`src/rtl/fuse_shadow_pkg.sv`:
```
package fuse_shadow_pkg;
  localparam logic [31:0] POISON_WORD = 32'hBADA_BADA;
  localparam int unsigned WIN_BASE    = 'h400;
  localparam int unsigned CTRL_ADDR   = 'h000;
  localparam int unsigned SET_ADDR    = 'h004;
  localparam int unsigned CLR_ADDR    = 'h008;
  localparam int unsigned BIT_BUSY    = 8;
  localparam int unsigned BIT_ERR     = 9;
  localparam int unsigned BIT_RELOAD  = 10;
  localparam logic [31:0] FUSE_MIX    = 32'h9E37_79B1;

  // Content model of the fuse array: seed mixed with a golden-ratio stride.
  function automatic logic [31:0] fuse_word(input logic [31:0] seed,
                                            input logic [31:0] idx);
    logic [31:0] prod;
    prod = idx * FUSE_MIX;
    return seed ^ prod;
  endfunction
endpackage

```
`src/rtl/fuse_shadow_array.sv`:
```
// Fuse array model: word address in, data out LAT cycles later.
module fuse_shadow_array #(
  parameter int          NWORDS    = 64,
  parameter int          LAT       = 3,
  parameter logic [31:0] FUSE_SEED = 32'hC0DE_0000,
  localparam int         IW        = $clog2(NWORDS)
) (
  input  logic          clk,
  input  logic          rst_n,
  input  logic [IW-1:0] addr,
  output logic [31:0]   rdata
);
  import fuse_shadow_pkg::*;

  logic [31:0] stage_q [LAT];

  for (genvar s = 0; s < LAT; s++) begin : g_stage
    always_ff @(posedge clk) begin
      if (!rst_n)
        stage_q[s] <= '0;
      else if (s == 0)
        stage_q[s] <= fuse_word(FUSE_SEED, 32'(addr));
      else
        stage_q[s] <= stage_q[(s == 0) ? 0 : s-1];
    end
  end

  assign rdata = stage_q[LAT-1];
endmodule

```
`src/rtl/fuse_shadow_reload.sv`:
```
// Reload sequencer: ascending walk, LAT+1 cycles per word.
module fuse_shadow_reload #(
  parameter int  NWORDS = 64,
  parameter int  LAT    = 3,
  localparam int IW     = $clog2(NWORDS),
  localparam int CW     = $clog2(LAT + 1)
) (
  input  logic          clk,
  input  logic          rst_n,
  input  logic          start,
  output logic          busy,
  output logic [IW-1:0] word_idx,
  output logic          load_en
);
  localparam logic [CW-1:0] CNT_LAST = CW'(LAT);
  localparam logic [IW-1:0] IDX_LAST = IW'(NWORDS - 1);

  logic          busy_q;
  logic [IW-1:0] idx_q;
  logic [CW-1:0] cnt_q;

  always_ff @(posedge clk) begin
    if (!rst_n) begin
      busy_q <= 1'b1;
      idx_q  <= '0;
      cnt_q  <= '0;
    end else if (busy_q) begin
      if (cnt_q == CNT_LAST) begin
        cnt_q <= '0;
        if (idx_q == IDX_LAST) begin
          busy_q <= 1'b0;
          idx_q  <= '0;
        end else begin
          idx_q <= idx_q + 1'b1;
        end
      end else begin
        cnt_q <= cnt_q + 1'b1;
      end
    end else if (start) begin
      busy_q <= 1'b1;
      idx_q  <= '0;
      cnt_q  <= '0;
    end
  end

  assign busy     = busy_q;
  assign word_idx = idx_q;
  assign load_en  = busy_q && (cnt_q == CNT_LAST);
endmodule

```
`src/rtl/fuse_shadow_bank.sv`:
```
module fuse_shadow_bank #(
  parameter int          NWORDS    = 64,
  parameter int          LAT       = 3,
  parameter int          AW        = 12,
  parameter logic [31:0] FUSE_SEED = 32'hC0DE_0000,
  localparam int         IW        = $clog2(NWORDS)
) (
  input  logic              clk,
  input  logic              rst_n,
  input  logic              bus_req,
  input  logic              bus_we,
  input  logic [AW-1:0]     bus_addr,
  input  logic [31:0]       bus_wdata,
  output logic              bus_rvalid,
  output logic [31:0]       bus_rdata,
  input  logic [NWORDS-1:0] rd_lock,
  input  logic [NWORDS-1:0] wr_lock,
  output logic              busy_o,
  output logic              err_o
);
  import fuse_shadow_pkg::*;

  localparam logic [AW-1:0]   BASE_A = AW'(WIN_BASE);
  localparam logic [AW-5:0]   NW_A   = (AW-4)'(NWORDS);

  // ---------------- address decode ----------------
  logic [AW-1:0] off;
  logic          win_hit, ctrl_hit, set_hit, clr_hit;
  logic [IW-1:0] widx;

  assign off      = bus_addr - BASE_A;
  assign win_hit  = (bus_addr >= BASE_A) && (off[3:0] == 4'h0) && (off[AW-1:4] < NW_A);
  assign widx     = off[IW+3:4];
  assign ctrl_hit = bus_addr == AW'(CTRL_ADDR);
  assign set_hit  = bus_addr == AW'(SET_ADDR);
  assign clr_hit  = bus_addr == AW'(CLR_ADDR);

  logic rd_win, wr_win;
  assign rd_win = bus_req && !bus_we && win_hit;
  assign wr_win = bus_req &&  bus_we && win_hit;

  // ---------------- reload engine ----------------
  logic          err_q;
  logic          rl_busy, rl_load, rl_start;
  logic [IW-1:0] rl_idx;
  logic [31:0]   fuse_data;

  assign rl_start = bus_req && bus_we && set_hit && bus_wdata[BIT_RELOAD] && !err_q;

  fuse_shadow_reload #(.NWORDS(NWORDS), .LAT(LAT)) u_reload (
    .clk      (clk),
    .rst_n    (rst_n),
    .start    (rl_start),
    .busy     (rl_busy),
    .word_idx (rl_idx),
    .load_en  (rl_load)
  );

  fuse_shadow_array #(.NWORDS(NWORDS), .LAT(LAT), .FUSE_SEED(FUSE_SEED)) u_fuse (
    .clk   (clk),
    .rst_n (rst_n),
    .addr  (rl_idx),
    .rdata (fuse_data)
  );

  // ---------------- error flag ----------------
  logic wr_fault, rd_fault, wr_ok, err_clr;
  assign wr_fault = wr_win && !err_q && (rl_busy || wr_lock[widx]);
  assign rd_fault = rd_win && !err_q && rd_lock[widx];
  assign wr_ok    = wr_win && !err_q && !rl_busy && !wr_lock[widx];
  assign err_clr  = bus_req && bus_we && clr_hit && bus_wdata[BIT_ERR];

  always_ff @(posedge clk) begin
    if (!rst_n)                    err_q <= 1'b0;
    else if (err_clr)              err_q <= 1'b0;
    else if (wr_fault || rd_fault) err_q <= 1'b1;
  end

  // ---------------- shadow storage ----------------
  logic [31:0] shadow_q [NWORDS];

  always_ff @(posedge clk) begin
    if (!rst_n) begin
      for (int i = 0; i < NWORDS; i++) shadow_q[i] <= '0;
    end else if (rl_load) begin
      shadow_q[rl_idx] <= fuse_data;
    end else if (wr_ok) begin
      shadow_q[widx] <= bus_wdata;
    end
  end

  // ---------------- read path ----------------
  logic [31:0] rd_next;

  always_comb begin
    rd_next = '0;
    if (ctrl_hit) begin
      rd_next[BIT_BUSY]   = rl_busy;
      rd_next[BIT_ERR]    = err_q;
      rd_next[BIT_RELOAD] = rl_busy;
    end else if (win_hit) begin
      if (err_q || rd_lock[widx]) rd_next = POISON_WORD;
      else                        rd_next = shadow_q[widx];
    end
  end

  always_ff @(posedge clk) begin
    if (!rst_n) begin
      bus_rvalid <= 1'b0;
      bus_rdata  <= '0;
    end else begin
      bus_rvalid <= bus_req && !bus_we;
      bus_rdata  <= (bus_req && !bus_we) ? rd_next : '0;
    end
  end

  assign busy_o = rl_busy;
  assign err_o  = err_q;
endmodule

```
`config.mk`:
```
export PLATFORM = sky130hd
export DESIGN_NAME = fuse_shadow_bank
export DESIGN_NICKNAME = d
export VERILOG_FILES = /design/src/rtl/fuse_shadow_pkg.sv /design/src/rtl/fuse_shadow_array.sv /design/src/rtl/fuse_shadow_reload.sv /design/src/rtl/fuse_shadow_bank.sv
export SDC_FILE = /design/constraint.sdc
export NUM_CORES = 2
export LEC_CHECK = 0
export ABC_CLOCK_PERIOD_IN_PS = 10900
export CORE_ASPECT_RATIO = 1.1
export CORE_MARGIN = 2
export CORE_UTILIZATION = 40
export CTS_CLUSTER_SIZE = 24
export DETAILED_ROUTE_END_ITERATION = 7
export SYNTH_ARGS = -nofsm -noshare
export SYNTH_HDL_FRONTEND = slang
export SYNTH_SLANG_ARGS = --single-unit
```
`constraint.sdc`:
```
create_clock -name clk -period 10.9 [get_ports clk]
set_input_delay 2.725 -clock clk [delete_from_list [all_inputs] [get_ports clk]]
set_output_delay 2.725 -clock clk [all_outputs]
set_load 0.01 [all_outputs]
```
**After elaboration in Yosys (flattened, before gate mapping)**

Memory sizes are Yosys's and may differ from the RTL's.
Index checks and enable logic that the tools add are counted.

- Add/subtract/negate cells: 3
- $mul: 1
- Div/mod/pow operators: 0
- Order comparisons: 3
- Eq/ne operators: 5
- Shifts and indexed selects: 0
- Multiplexer cells: 36
- Bitwise gates (word level): 7
- Reduce and logical (&&, ||, !) cells: 35

Operators with widths:

| kind | count |
|---|---|
| $mux 32 | 6 |
| $reduce_or 32->1 | 2 |
| $mux 6 | 6 |
| $mul 6x32->32 const B | 1 |
| $logic_and 1x1->1 | 18 |
| $mux 1 | 17 |
| $bmux 1 s6 | 2 |
| $eq 12x3->1 const B | 1 |
| $eq 12x4->1 const B | 1 |
| $ge 12x11->1 const B | 1 |
| $logic_not 12->1 | 1 |
| $sub 12x11->12 const B | 1 |
| $mux 11 | 1 |
| $lt 8x7->1 const B | 1 |
| $not 8->8 | 1 |
| $lt 6x7->1 const B | 1 |
| $add 6x1->6 const B | 1 |
| $eq 6x6->1 const B | 1 |
| $mux 2 | 3 |
| $reduce_or 5->1 | 1 |
| $logic_not 1->1 | 4 |
| $logic_not 4->1 | 1 |
| $reduce_and 2->1 | 2 |
| $reduce_or 4->1 | 1 |
| 9 further kinds | 15 |

- Register bits: 43
- Bits in latches: 0
- Memory bits (writable): 2144
- ROM bits: 0
- Output and inout port bits: 35
- Memories: 2

Memory list:

| name | words | bits a word | rd ports | clocked after memory_dff | wr ports | RTL line | text |
|---|---|---|---|---|---|---|---|
| shadow_q | 64 | 32 | 1 | 0 | 64 | fuse_shadow_bank.sv:80 | `logic [31:0] shadow_q [NWORDS];` |
| u_fuse.stage_q | 3 | 32 | 3 | 0 | 3 | fuse_shadow_array.sv:15 | `logic [31:0] stage_q [LAT];` |

**Longest topological paths before layout**

- Word-level depth: 14
- Depth in mapped cells: 16
- Gate-level depth less buffers: 16

**Cells and area by module**

Synthesis repeated with hierarchy kept, for this count alone.

- Cell total of the unflattened synthesis: 6490
- Area total of the unflattened synthesis: 96328.6 um^2

Modules (own cells, without submodules):

| module | times used | cells an instance | area each (um^2) | sequential area each (um^2) |
|---|---|---|---|---|
| fuse_shadow_bank | 1 | 5903 | 90654.4 | 62179.6 |
| fuse_shadow_array | 1 | 532 | 5205.0 | 1921.8 |
| fuse_shadow_reload | 1 | 55 | 469.2 | 180.2 |

**Least setup slack after synthesis**

OpenSTA, ideal clock, no wires.

- Path type: input -> register
- Start point: in bus_addr[4]
- End point: mem shadow_q[46][0] (enable)
- Library setup time: 0.389 ns
- Arrival time: 5.936 ns
- Required time: 10.511 ns
- Slack: 4.574 ns
- Cell stages on the path: 13
- Buffers on the path: 5
- Cell sequence: buf_6 > buf_6 > mux4_2 > mux2i_1 > o32ai_1 > nor4_2 > nand2_1 > buf_4 > buf_6 > o22ai_4 > nand3_4 > buf_6 > nand2_1

RTL lines:

| item | RTL line | text |
|---|---|---|
| start: declaration | fuse_shadow_bank.sv:12 | `input logic [AW-1:0] bus_addr,` |
| end: declaration | fuse_shadow_bank.sv:80 |  |

==> results.json <==
{
  "dieArea_um2": 243000,
  "rr_worst_depth": 14,
  "root_buffer": "clkbuf_16",
  "layout_worst_path_cycle_share_pct": 70.1,
  "synth_area_um2": 95800,
  "p_leak_nw": 35.1,
  "run_status": "completed",
  "cts_buffer_depth": 3,
  "hold_class": "reg -> reg",
  "power_density_nw_per_um2": 167,
  "synth-async-reset-ratio_pct": 0,
  "ys.flop_type": "edfxtp_1",
  "grt.total_usage_pct": 24.1,
  "yosys-top-cells-area": "edfxtp_1, mux4_2, nor2_1, dfxtp_1, buf_2",
  "drt_wl_total_um": 295000,
  "gp_congestion": 0.815,
  "dr.first_iter.drc_count": 7161,
  "die_h_um": 517,
  "vias_per_cell": 5.85,
  "cts_made_buffers": 212,
  "setup_violations": 0,
  "start_kind": "primary input",
  "end_kind": "flip-flop",
  "io_buffers": 210,
  "clock_skew_ns": 0.0506,
  "place_worst_setup_slack_ns": 2.30,
  "area_delta_synth_final_pct": 12.5,
  "via_count": 56200,
  "synthesis.nets": 6545,
  "worstPathArrival_ns": 8.15,
  "start_util_pct": 40.2,
  "register_area_um2": 64300,
  "synthCells": 6285,
  "cts_hold_buf": 0,
  "cp.required_ns": 11.41,
  "synth_top_cell_by_area": "edfxtp_1",
  "antenna_found_initial": 24,
  "cts_setup_buffers": 0,
  "max-slew-margin-rel_pct": 13.7,
  "htreeDepth": 4,
  "irDropWorstVdd_v": 0.000178,
  "layout.nets": 6543,
  "period_minus_slack_ns": 7.64,
  "ys_ff_latch": 2187,
  "rsz0062_at_grt": "no",
  "grt_pass1_vias": 57200,
  "setup_ws_ns": 3.26,
  "whs_ns": 0.424,
  "synth-seq-area-share_pct": 67.1,
  "grt.overflow.total": 0,
  "grt_pass1_wl_um": 418000,
  "slew_viol_final": 0,
  "finalHoldViolations": 0,
  "tightestPinTransition_ns": 1.27,
  "drtPass1Iterations": 5,
  "core_region_area_um2": 238000,
  "drtAntennaViolNets": 0,
  "syn_avg_cell_area_um2": 15.2,
  "crit_type": "in -> reg",
  "maxCapViolCount": 0,
  "power_mw": 18.0,
  "die_w_um": 471,
  "drc": 0,
  "multi_input_area_um2": 29200,
  "drive_gt1_share_pct": 20.5,
  "fmax_ghz": 0.131,
  "io_pins": 211,
  "layout_commonest_cell": "nor2_1",
  "cts_num_sinks": 2187,
  "cts_tree": "built",
  "post_cts_resized": 0,
  "wire_per_inst_um": 30.7,
  "final_cell_mix": "nor2_1, edfxtp_1, mux4_2",
  "synth_edf_count": 2048,
  "dp_hpwl_um": 170000,
  "rows": 188,
  "clk_latency_ns": 0.87,
  "grt_max_degree": 142,
  "yosysWarnings": 0,
  "fin_tns_setup_ns": 0,
  "nFillCells": 20800,
  "hold_depth": 1,
  "synth_top_area_share_pct": 64.2,
  "synth.distinct_cells": 65,
  "cts.clk_slew.worst_paths_ns": 0.06,
  "critPathMaxFanout": 73
}
## cells in the mapped netlist, types with 6 or more instances
master       n
inv_1       77
mux4_2     699
ha_1        51
nor2_1    2135
o21ai_0     14
a21oi_1     28
nand2_1    102
xnor2_1     17
dfxtp_1    139
o21bai_1     6
nand3_1     39
mux2_2       9
nand3_4     10
buf_1       42
a21o_1       8
nand4_1     31
a211oi_1    11
or3_1        6
and2_1      82
mux2i_1     33
edfxtp_1  2048
nor4_1       7
mux2i_2     21
buf_2      261
clkbuf_1   273
a31oi_1      6
buf_6       13
fa_1        33
## per-layer routing
| metal | GRT usage [%] | wire [µm] |
|---|---|---|
| met5 | 0 | 160 |
| met4 | 10.3 | 13900 |
| met3 | 4.48 | 26700 |
| met2 | 40.6 | 145000 |
| met1 | 30.6 | 109000 |
## final timing paths
| path | start | end | slack, ns |
|---|---|---|---|
| hold / removal | u_fuse.stage_q[0][3]$_SDFF_PN0_ | u_fuse.stage_q[1][3]$_SDFF_PN0_ | 0.42 |
| setup reg to reg | u_reload.word_idx[2]$_SDFFE_PN0P_ | u_fuse.stage_q[0][31]$_SDFF_PN0_ | 5.47 |
| setup / recovery | bus_addr[4] | shadow_q[59][17]$_SDFFCE_PN0P_ | 3.26 |
| hold reg to reg | u_fuse.stage_q[0][3]$_SDFF_PN0_ | u_fuse.stage_q[1][3]$_SDFF_PN0_ | 0.42 |
## critical path, cell delays in order
cell	delay, ns
buf_8	0.57
mux4_2	0.59
mux2i_1	0.39
o32ai_1	0.22
nor4_2	0.28
nand2_4	0.48
mux2i_2	1.06
nand3_4	0.63
nand2_2	0.64
buf_4	0.43
## area by class of cell
| class | instances | share of cell area (%) |
|---|---|---|
| Clock inverter | 119 | 0.961 |
| Sequential cell | 2187 | 59.6 |
| Inverter | 78 | 0.279 |
| Clock buffer | 273 | 5.23 |
| Antenna cell | 8 | 0.0186 |
| Timing Repair Buffer | 378 | 3.16 |
| Tap cell | 3135 | 3.64 |
| Multi-Input combinational cell | 3426 | 27.1 |
## state kept, by name (all words and copies together), names as in the netlist
name and flops:
u_reload.busy 1, u_fuse.stage_q 96, err_o 1, u_reload.word_idx 6
bus_rvalid 1, bus_rdata 32, u_reload.cnt_q 2, shadow_q 2048
## per-stage QoR
stage | util [%] | cell area, µm² | instances
global placement | 42.4 | 101000 | 9204
finish | 45.2 | 108000 | 9604
floorplan | - | 95800 | 6285
global route | 45.2 | 108000 | 9599
CTS | 45.2 | 108000 | 9596
detailed placement | 42.4 | 101000 | 9204
## where the power goes
part	internal, mW	leakage, nW	switching (mW)
logic	0.504	9.60	0.805
clock network	3.96	3.27	3.25
registers	9.42	22.3	0.0783
## cells by family after synthesis
kind of cell,after synthesis,share of synthesized area [%]
XOR/XNOR,22,0.201
AO/OA/AOI/OAI,111,0.797
adder cells (fa/ha/maj),84,1.36
multiplexers,763,17.2
AND/OR/NAND/NOR,2446,10.2
buffers and inverters,672,3.10
flip-flops,2187,67.1
Note: power is estimated with default switching activity, not from simulation.
